### config.mk
export PLATFORM = sky130hd
export DESIGN_NAME = smp_halfword_wr
export DESIGN_NICKNAME = d
export VERILOG_FILES = /design/src/rtl/smp_hw_pkg.sv /design/src/rtl/smp_hw_region.sv /design/src/rtl/smp_hw_emit.sv /design/src/rtl/smp_halfword_wr.sv
export SDC_FILE = /design/constraint.sdc
export NUM_CORES = 1
export LEC_CHECK = 0
export ABC_AREA = 1
export BUFFER_PORTS_ARGS = -buffer_cell sky130_fd_sc_hd__buf_2
export CAP_MARGIN = 25
export CORE_MARGIN = 2
export CORE_UTILIZATION = 40
export DETAILED_ROUTE_END_ITERATION = 10
export REMOVE_ABC_BUFFERS = 1
export SETUP_SLACK_MARGIN = 0.5
export SYNTH_ARGS = -nofsm -noshare
export SYNTH_HDL_FRONTEND = slang
export SYNTH_SLANG_ARGS = --single-unit
### constraint.sdc
create_clock -name clk -period 1.69 [get_ports clk]
set_clock_uncertainty 0.1 [all_clocks]
set_input_delay 0.0845 -clock clk [delete_from_list [all_inputs] [get_ports clk]]
set_output_delay 0.0845 -clock clk [all_outputs]
set_load 0.03 [all_outputs]
### src/rtl/smp_hw_pkg.sv
package smp_hw_pkg;

    typedef enum logic [1:0] {
        OP_SET_BASE = 2'd0,
        OP_SET_LAST = 2'd1,
        OP_READ_PTR = 2'd2,
        OP_NOP      = 2'd3
    } cmd_op_e;

    typedef enum logic [1:0] {
        EM_IDLE = 2'd0,
        EM_REQ  = 2'd1,
        EM_CLR  = 2'd2
    } emit_st_e;

endpackage

### src/rtl/smp_hw_region.sv
module smp_hw_region
    import smp_hw_pkg::*;
#(
    parameter int AW = 16
) (
    input  logic          clk,
    input  logic          rst_n,
    input  logic          cmd_go,
    input  logic [1:0]    cmd_op,
    input  logic [AW-1:0] cmd_wdata,
    input  logic          emit_idle,
    input  logic          adv,
    output logic          cmd_done,
    output logic [AW-1:0] cmd_rdata,
    output logic          hold,
    output logic [AW-1:0] wr_addr
);

    localparam logic [AW-1:0] OFF_ONE = {{(AW-1){1'b0}}, 1'b1};

    typedef struct packed {
        logic [AW-1:0] base;
        logic [AW-1:0] last;
        logic [AW-1:0] off;
        logic [AW-1:0] rdata;
        logic          done;
    } region_t;

    region_t q, d;
    logic    exec;

    always_comb begin
        d    = q;
        exec = cmd_go && !q.done && emit_idle;

        if (!cmd_go) begin
            d.done = 1'b0;
        end else if (exec) begin
            d.done = 1'b1;
        end

        if (exec) begin
            case (cmd_op_e'(cmd_op))
                OP_SET_BASE: begin
                    d.base = cmd_wdata;
                    d.off  = '0;
                end
                OP_SET_LAST: begin
                    d.last = cmd_wdata;
                    d.off  = '0;
                end
                OP_READ_PTR: d.rdata = q.base + q.off;
                default: ;
            endcase
        end

        if (adv) begin
            d.off = (q.off == q.last) ? '0 : q.off + OFF_ONE;
        end
    end

    always_ff @(posedge clk) begin
        if (!rst_n) begin
            q.base  <= '0;
            q.last  <= '1;
            q.off   <= '0;
            q.rdata <= '0;
            q.done  <= 1'b0;
        end else begin
            q <= d;
        end
    end

    assign cmd_done  = q.done;
    assign cmd_rdata = q.rdata;
    assign hold      = cmd_go && !q.done;
    assign wr_addr   = q.base + q.off;

endmodule

### src/rtl/smp_hw_emit.sv
module smp_hw_emit
    import smp_hw_pkg::*;
#(
    parameter int SW = 32
) (
    input  logic            clk,
    input  logic            rst_n,
    input  logic            smp_valid,
    input  logic [SW-1:0]   smp_data,
    input  logic            hold,
    input  logic            mem_ack,
    output logic            smp_ready,
    output logic            mem_req,
    output logic [SW/2-1:0] mem_wdata,
    output logic            adv,
    output logic            idle
);

    localparam int HW = SW / 2;

    typedef struct packed {
        emit_st_e      st;
        logic          hi;
        logic [SW-1:0] smp;
    } emit_t;

    emit_t q, d;

    always_comb begin
        d   = q;
        adv = 1'b0;
        case (q.st)
            EM_IDLE: begin
                if (smp_valid && !hold) begin
                    d.smp = smp_data;
                    d.hi  = 1'b0;
                    d.st  = EM_REQ;
                end
            end
            EM_REQ: begin
                if (mem_ack) begin
                    adv  = 1'b1;
                    d.st = EM_CLR;
                end
            end
            EM_CLR: begin
                if (!mem_ack) begin
                    if (q.hi) begin
                        d.st = EM_IDLE;
                    end else begin
                        d.hi = 1'b1;
                        d.st = EM_REQ;
                    end
                end
            end
            default: d.st = EM_IDLE;
        endcase
    end

    always_ff @(posedge clk) begin
        if (!rst_n) begin
            q.st  <= EM_IDLE;
            q.hi  <= 1'b0;
            q.smp <= '0;
        end else begin
            q <= d;
        end
    end

    assign idle      = (q.st == EM_IDLE);
    assign smp_ready = idle && !hold;
    assign mem_req   = (q.st == EM_REQ);
    assign mem_wdata = q.hi ? q.smp[SW-1:HW] : q.smp[HW-1:0];

endmodule

### src/rtl/smp_halfword_wr.sv
module smp_halfword_wr #(
    parameter int AW = 16,
    parameter int SW = 32
) (
    input  logic            clk,
    input  logic            rst_n,
    input  logic            cmd_go,
    input  logic [1:0]      cmd_op,
    input  logic [AW-1:0]   cmd_wdata,
    output logic            cmd_done,
    output logic [AW-1:0]   cmd_rdata,
    input  logic            smp_valid,
    input  logic [SW-1:0]   smp_data,
    output logic            smp_ready,
    output logic            mem_req,
    output logic [AW-1:0]   mem_addr,
    output logic [SW/2-1:0] mem_wdata,
    input  logic            mem_ack
);

    logic hold;
    logic adv;
    logic emit_idle;

    smp_hw_region #(.AW(AW)) u_region (
        .clk       (clk),
        .rst_n     (rst_n),
        .cmd_go    (cmd_go),
        .cmd_op    (cmd_op),
        .cmd_wdata (cmd_wdata),
        .emit_idle (emit_idle),
        .adv       (adv),
        .cmd_done  (cmd_done),
        .cmd_rdata (cmd_rdata),
        .hold      (hold),
        .wr_addr   (mem_addr)
    );

    smp_hw_emit #(.SW(SW)) u_emit (
        .clk       (clk),
        .rst_n     (rst_n),
        .smp_valid (smp_valid),
        .smp_data  (smp_data),
        .hold      (hold),
        .mem_ack   (mem_ack),
        .smp_ready (smp_ready),
        .mem_req   (mem_req),
        .mem_wdata (mem_wdata),
        .adv       (adv),
        .idle      (emit_idle)
    );

endmodule

Yosys cells after proc, flatten, opt, wreduce, memory -nomap -nowiden
Index checks and enable logic that the tools add are counted.

word-level totals
  output and inout port bits = 51
  input bits = 55
  word-level logic and storage cells = 52
  flip-flop bits (word level) = 100

cells by class
  add/sub/neg operators = 2
  muxes and demuxes = 14
  eq/ne operators = 8
  reductions and logical operators = 20

operators by type and width
  kind                                                    number
  2-to-1 mux 16 bit                                       5
  2-to-1 mux 35 bit                                       1
  2-to-1 mux 32 bit                                       1
  adder 16 x 1 -> 16 bit (second input constant)          1
  adder 16 bit                                            1
  equality test 16 bit                                    1
  AND reduction 2 bit                                     6
  one-hot mux 2 bit (3 select lines)                      1
  AND reduction 3 bit                                     2
  nonzero test 2 bit                                      3
  equality test 2 x 1 -> 1 bit (second input constant)    2
  equality test 2 bit (second input constant)             2
  logical AND 1 bit                                       4
  zero test 2 bit                                         2
  inequality test 2 bit (second input constant)           2
  2-to-1 mux 1 bit                                        3
  2-to-1 mux 3 bit                                        1
  zero test 1 bit                                         2
  2-to-1 mux 2 bit                                        1
  inequality test 2 x 1 -> 1 bit (second input constant)  1
  one-hot mux 1 bit (2 select lines)                      1
  OR reduction 2 bit                                      1

Longest topological paths before layout
  depth after elaboration = 6
  depth in mapped cells = 12
  depth with buffers taken out = 12

Modules after synthesis
From an unflattened synthesis, not the netlist that was laid out.

second synthesis, totals
  cell total of the unflattened synthesis = 858
  area, all modules = 5644.2 µm²

modules (own cells, without submodules)
  module         cells each  times used  area an instance (µm²)  seq. area each (µm²)
  smp_hw_region  655         1           4145.2                  1301.2
  smp_hw_emit    203         1           1498.9                  700.7

Least setup slack after synthesis
OpenSTA, ideal clock, no wires.

  path type = flip-flop to flip-flop
  start point = register u_region.q[17] (netlist bit)
  end point = register u_region.q, in the netlist u_region.cmd_rdata[4]
  arrival time = 1.954 ns
  data required time = 1.531 ns
  cell stages (with the launch flop) = 9
  library setup time = 0.059 ns
  period minus slack after synthesis = 2.114 ns
  buffers on the path = 0
  slack = -0.424 ns
  path through = dfxtp_1 ha_1 fa_1 nand2_1 nand2_1 and2_1 xor2_1 o21ai_0 inv_1

between the ends
  cells in the longest elaborated chain, start to end = 1

RTL lines
  element                line                   text
  start, declared        smp_hw_region.sv:29    region_t q, d;
  adder 16 bit           -
  named net mem_addr[4]  smp_halfword_wr.sv:16  output logic [AW-1:0] mem_addr,

The timed path passes the listed nets, and every way through them passes these cells.
A chain may end at the register's enable or synchronous reset.

Worst setup path in the final report
  start point = register u_region.q[17] (netlist bit)
  end point = output port mem_addr[14]

between the ends
  cells in the longest elaborated chain, start to end = 1

RTL lines
  element        line                   text
  adder 16 bit   smp_hw_region.sv:77    assign wr_addr = q.base + q.off;
  end, declared  smp_halfword_wr.sv:16

No other way between the ends.

==> reports/qor.txt <==
Layout area overhead: 85.5%
CP arrival: 2.03 ns
WL/cell: 20.3 um
RSZ-0062 raised after global routing: yes
Most frequent cell after synthesis: nand2_1
Asr flop ratio synth: 0%
Initial DRT Pass Iterations: 5
H-tree levels: 3
Tcrit/Tclk final: 131%
Share of cells above drive strength 1: 52.2%
Peak supply drop: 0.690 mV
Total Power: 6.51 mW
Max frequency: 452 MHz
Clock Power Share: 33.4%
Num CTS Buffers: 9
Area leader, netlist: dfxtp_1
Req. time, crit path: 1.51 ns
Clk_lat worst skew: 0.37 ns
Final Setup Violations: 48
Worst hold slack: 0.0592 ns
Max clock buf depth: 2
Total of max-cap violations: 0
Num rows: 42
Synth top cells by count: 230 x nand2_1, 124 x inv_1, 100 x dfxtp_1
Number of flops mapped to enable cells by yosys: 0
Violated checks: negative setup slack
Cell Pwr Density: 635 nW/um^2
GRT Overall Usage: 30.2%
GPL Wtd Cong: 0.852
Worst min path class: in2reg
# clock sinks: 100
Post-synth cell types: 31
Final min period: 2.21 ns
Dpl hpwl: 10.3 mm
Synth area leaders: dfxtp_1 36%, nand2_1 16%, inv_1 8.4%
Crit. End Element: output port
Cell count after synthesis: 836
Post-route ant nets: 0
Register area share after synthesis: 36.2%
Input/output buffers: 105
Combinational cell fraction of total power: 26.9%
First-pass GRT wire length: 34.3 mm
Internal: 4.35 mW
Mapped Area: 5530 um^2
Sw frac: 33.1%
Largest net degree at the start of global routing: 45
Worst-path clk slew: 0.09 ns
Mean Syn Cell Area: 6.61 um^2
DRC Markers: 0
Vias in the first global route: 6601
Setup WS post-layout: -0.522 ns
Worst-Margin Slew: 0.439 ns
Leakage: 4.69 nW
Crit Path Max Fanout: 3
Starting density of the core: 41.4%
Top cell type's share of synthesized area: 36.2%
Die H: 122 um
Core Box Area: 13300 um^2
Critical path launch point type: register
CTS tree: built
Starting DRT DRC Count: 725
Fin. Hold Viols: 0
Initial antenna violation count: 2
Top_reg_cell synth: dfxtp_1
I/O pin count: 106
Outcome: complete, but fails checks
Post-layout util: 76.8%
Routed via count: 6963
Die area: 14800 um^2
DRT Wirelength: 25.5 mm
Final #Nets: 1146
Die width: 122 um
Synthesis-stage register bit count: 100
Share of power burned in registers: 39.7%
Post-place setup slack: -0.267 ns
Clock root buffer master: clkbuf_16
Max_slew headroom: 70.7%
TNS Setup: -9.81 ns
Kind of critical path: reg2out
Via density: 5.54
GR Overflow Total: 0
Net switching power: 2.16 mW
Final slew viol count: 0
Synth warnings: 0
## layer usage
layer	GRT usage (%)	wire length (um)
met1	36.0	9610
met2	50.4	12400
met3	3.98	1860
met4	20.6	1650
met5	0	0
## final timing paths
check	from	to	slack, ns	depth (start not counted)
setup reg to reg	u_region.q[18]$_SDFFE_PN0P_	u_region.q[30]$_SDFFE_PN0P_	-0.23	11
hold / removal	mem_ack	u_emit.q[34]$_SDFFE_PN0P_	0.06	4
setup / recovery	u_region.q[17]$_SDFFE_PN0P_	mem_addr[14]	-0.52	11
hold reg to reg	u_region.q[64]$_SDFFE_PN0P_	u_region.q[64]$_SDFFE_PN0P_	0.36	2
## flip-flops by register name, summed over array words and instances, names as in the netlist
name                flops
u_region.cmd_done       1
u_region.q             48
u_emit.q               35
u_region.cmd_rdata     16
## cell type report
cell class,count,area [um^2]
repair buffers,275,2800
clock inverters,6,57.6
fillers,784,3100
diodes,2,5.00
well taps,176,220
multi-input cells,560,4380
inverters,128,493
clock buffers,10,239
flip-flops and latches,100,2060
## repair_timing
action                                 CTS  global route
pin swaps                               95            48
gates cloned                            15             1
hold buffers                            50             0
setup buffers                           31            10
setup endpoints to repair              131           132
endpoints found under the hold margin   67             0
gates resized for setup                459           136
## cells by family after synthesis
kind of cell    after synthesis  share of synthesized area (%)
compound gates              176                           17.1
simple gates                352                           26.6
buf+inv                     176                           13.7
xor+xnor                     15                           2.38
fa+ha+maj                    17                           3.99
flops                       100                           36.2
## metrics by stage
step                cell area [um^2]  std cells
global placement                6530       1132
floorplan                       5250        788
global route                   10200       1257
CTS                             9540       1244
detailed placement              6530       1132
finish                         10200       1257
## placed cells by master (no fill, tap or decap), types with 9 or more instances in the layout
master	netlist	routed
nand2_1	230	145
inv_1	124	115
dfxtp_1	100	72
buf_2	7	71
a21oi_2	1	67
buf_6	3	65
buf_4	17	53
dlygate4sd3_1	0	50
nand2_4	0	45
nand2_2	1	40
nor2_1	42	36
o21ai_2	4	34
nand3_2	0	26
nand3_1	59	25
dfxtp_2	0	20
a21oi_1	89	19
o21ai_4	0	16
ha_4	0	16
buf_16	0	15
buf_12	0	15
o21ai_1	0	11
o21a_1	11	11
inv_2	4	10
o21ai_0	67	10
clkbuf_16	0	10
nand3_4	1	9
## power by group through the flow
stage	Combinational, mW	Clock, mW	Sequential (mW)
floorplan	0.478	0	2.61
global placement	0.856	0	2.58
detailed placement	0.859	0	2.58
CTS	1.51	2.12	2.55
global route	1.82	2.24	2.59
finish	1.75	2.17	2.58
## worst max-delay path, cell delays in order, from the launching register on
cell and delay (ns):
dfxtp_4 0.36, ha_4 0.16, fa_2 0.37, nand2_2 0.08
nand2_2 0.06, nand3b_1 0.10, nand2_2 0.11, nand2_2 0.08
nand2_1 0.05, nand2_1 0.08, nand2_1 0.07, buf_6 0.14
Note: power is estimated with default switching activity, not from simulation.
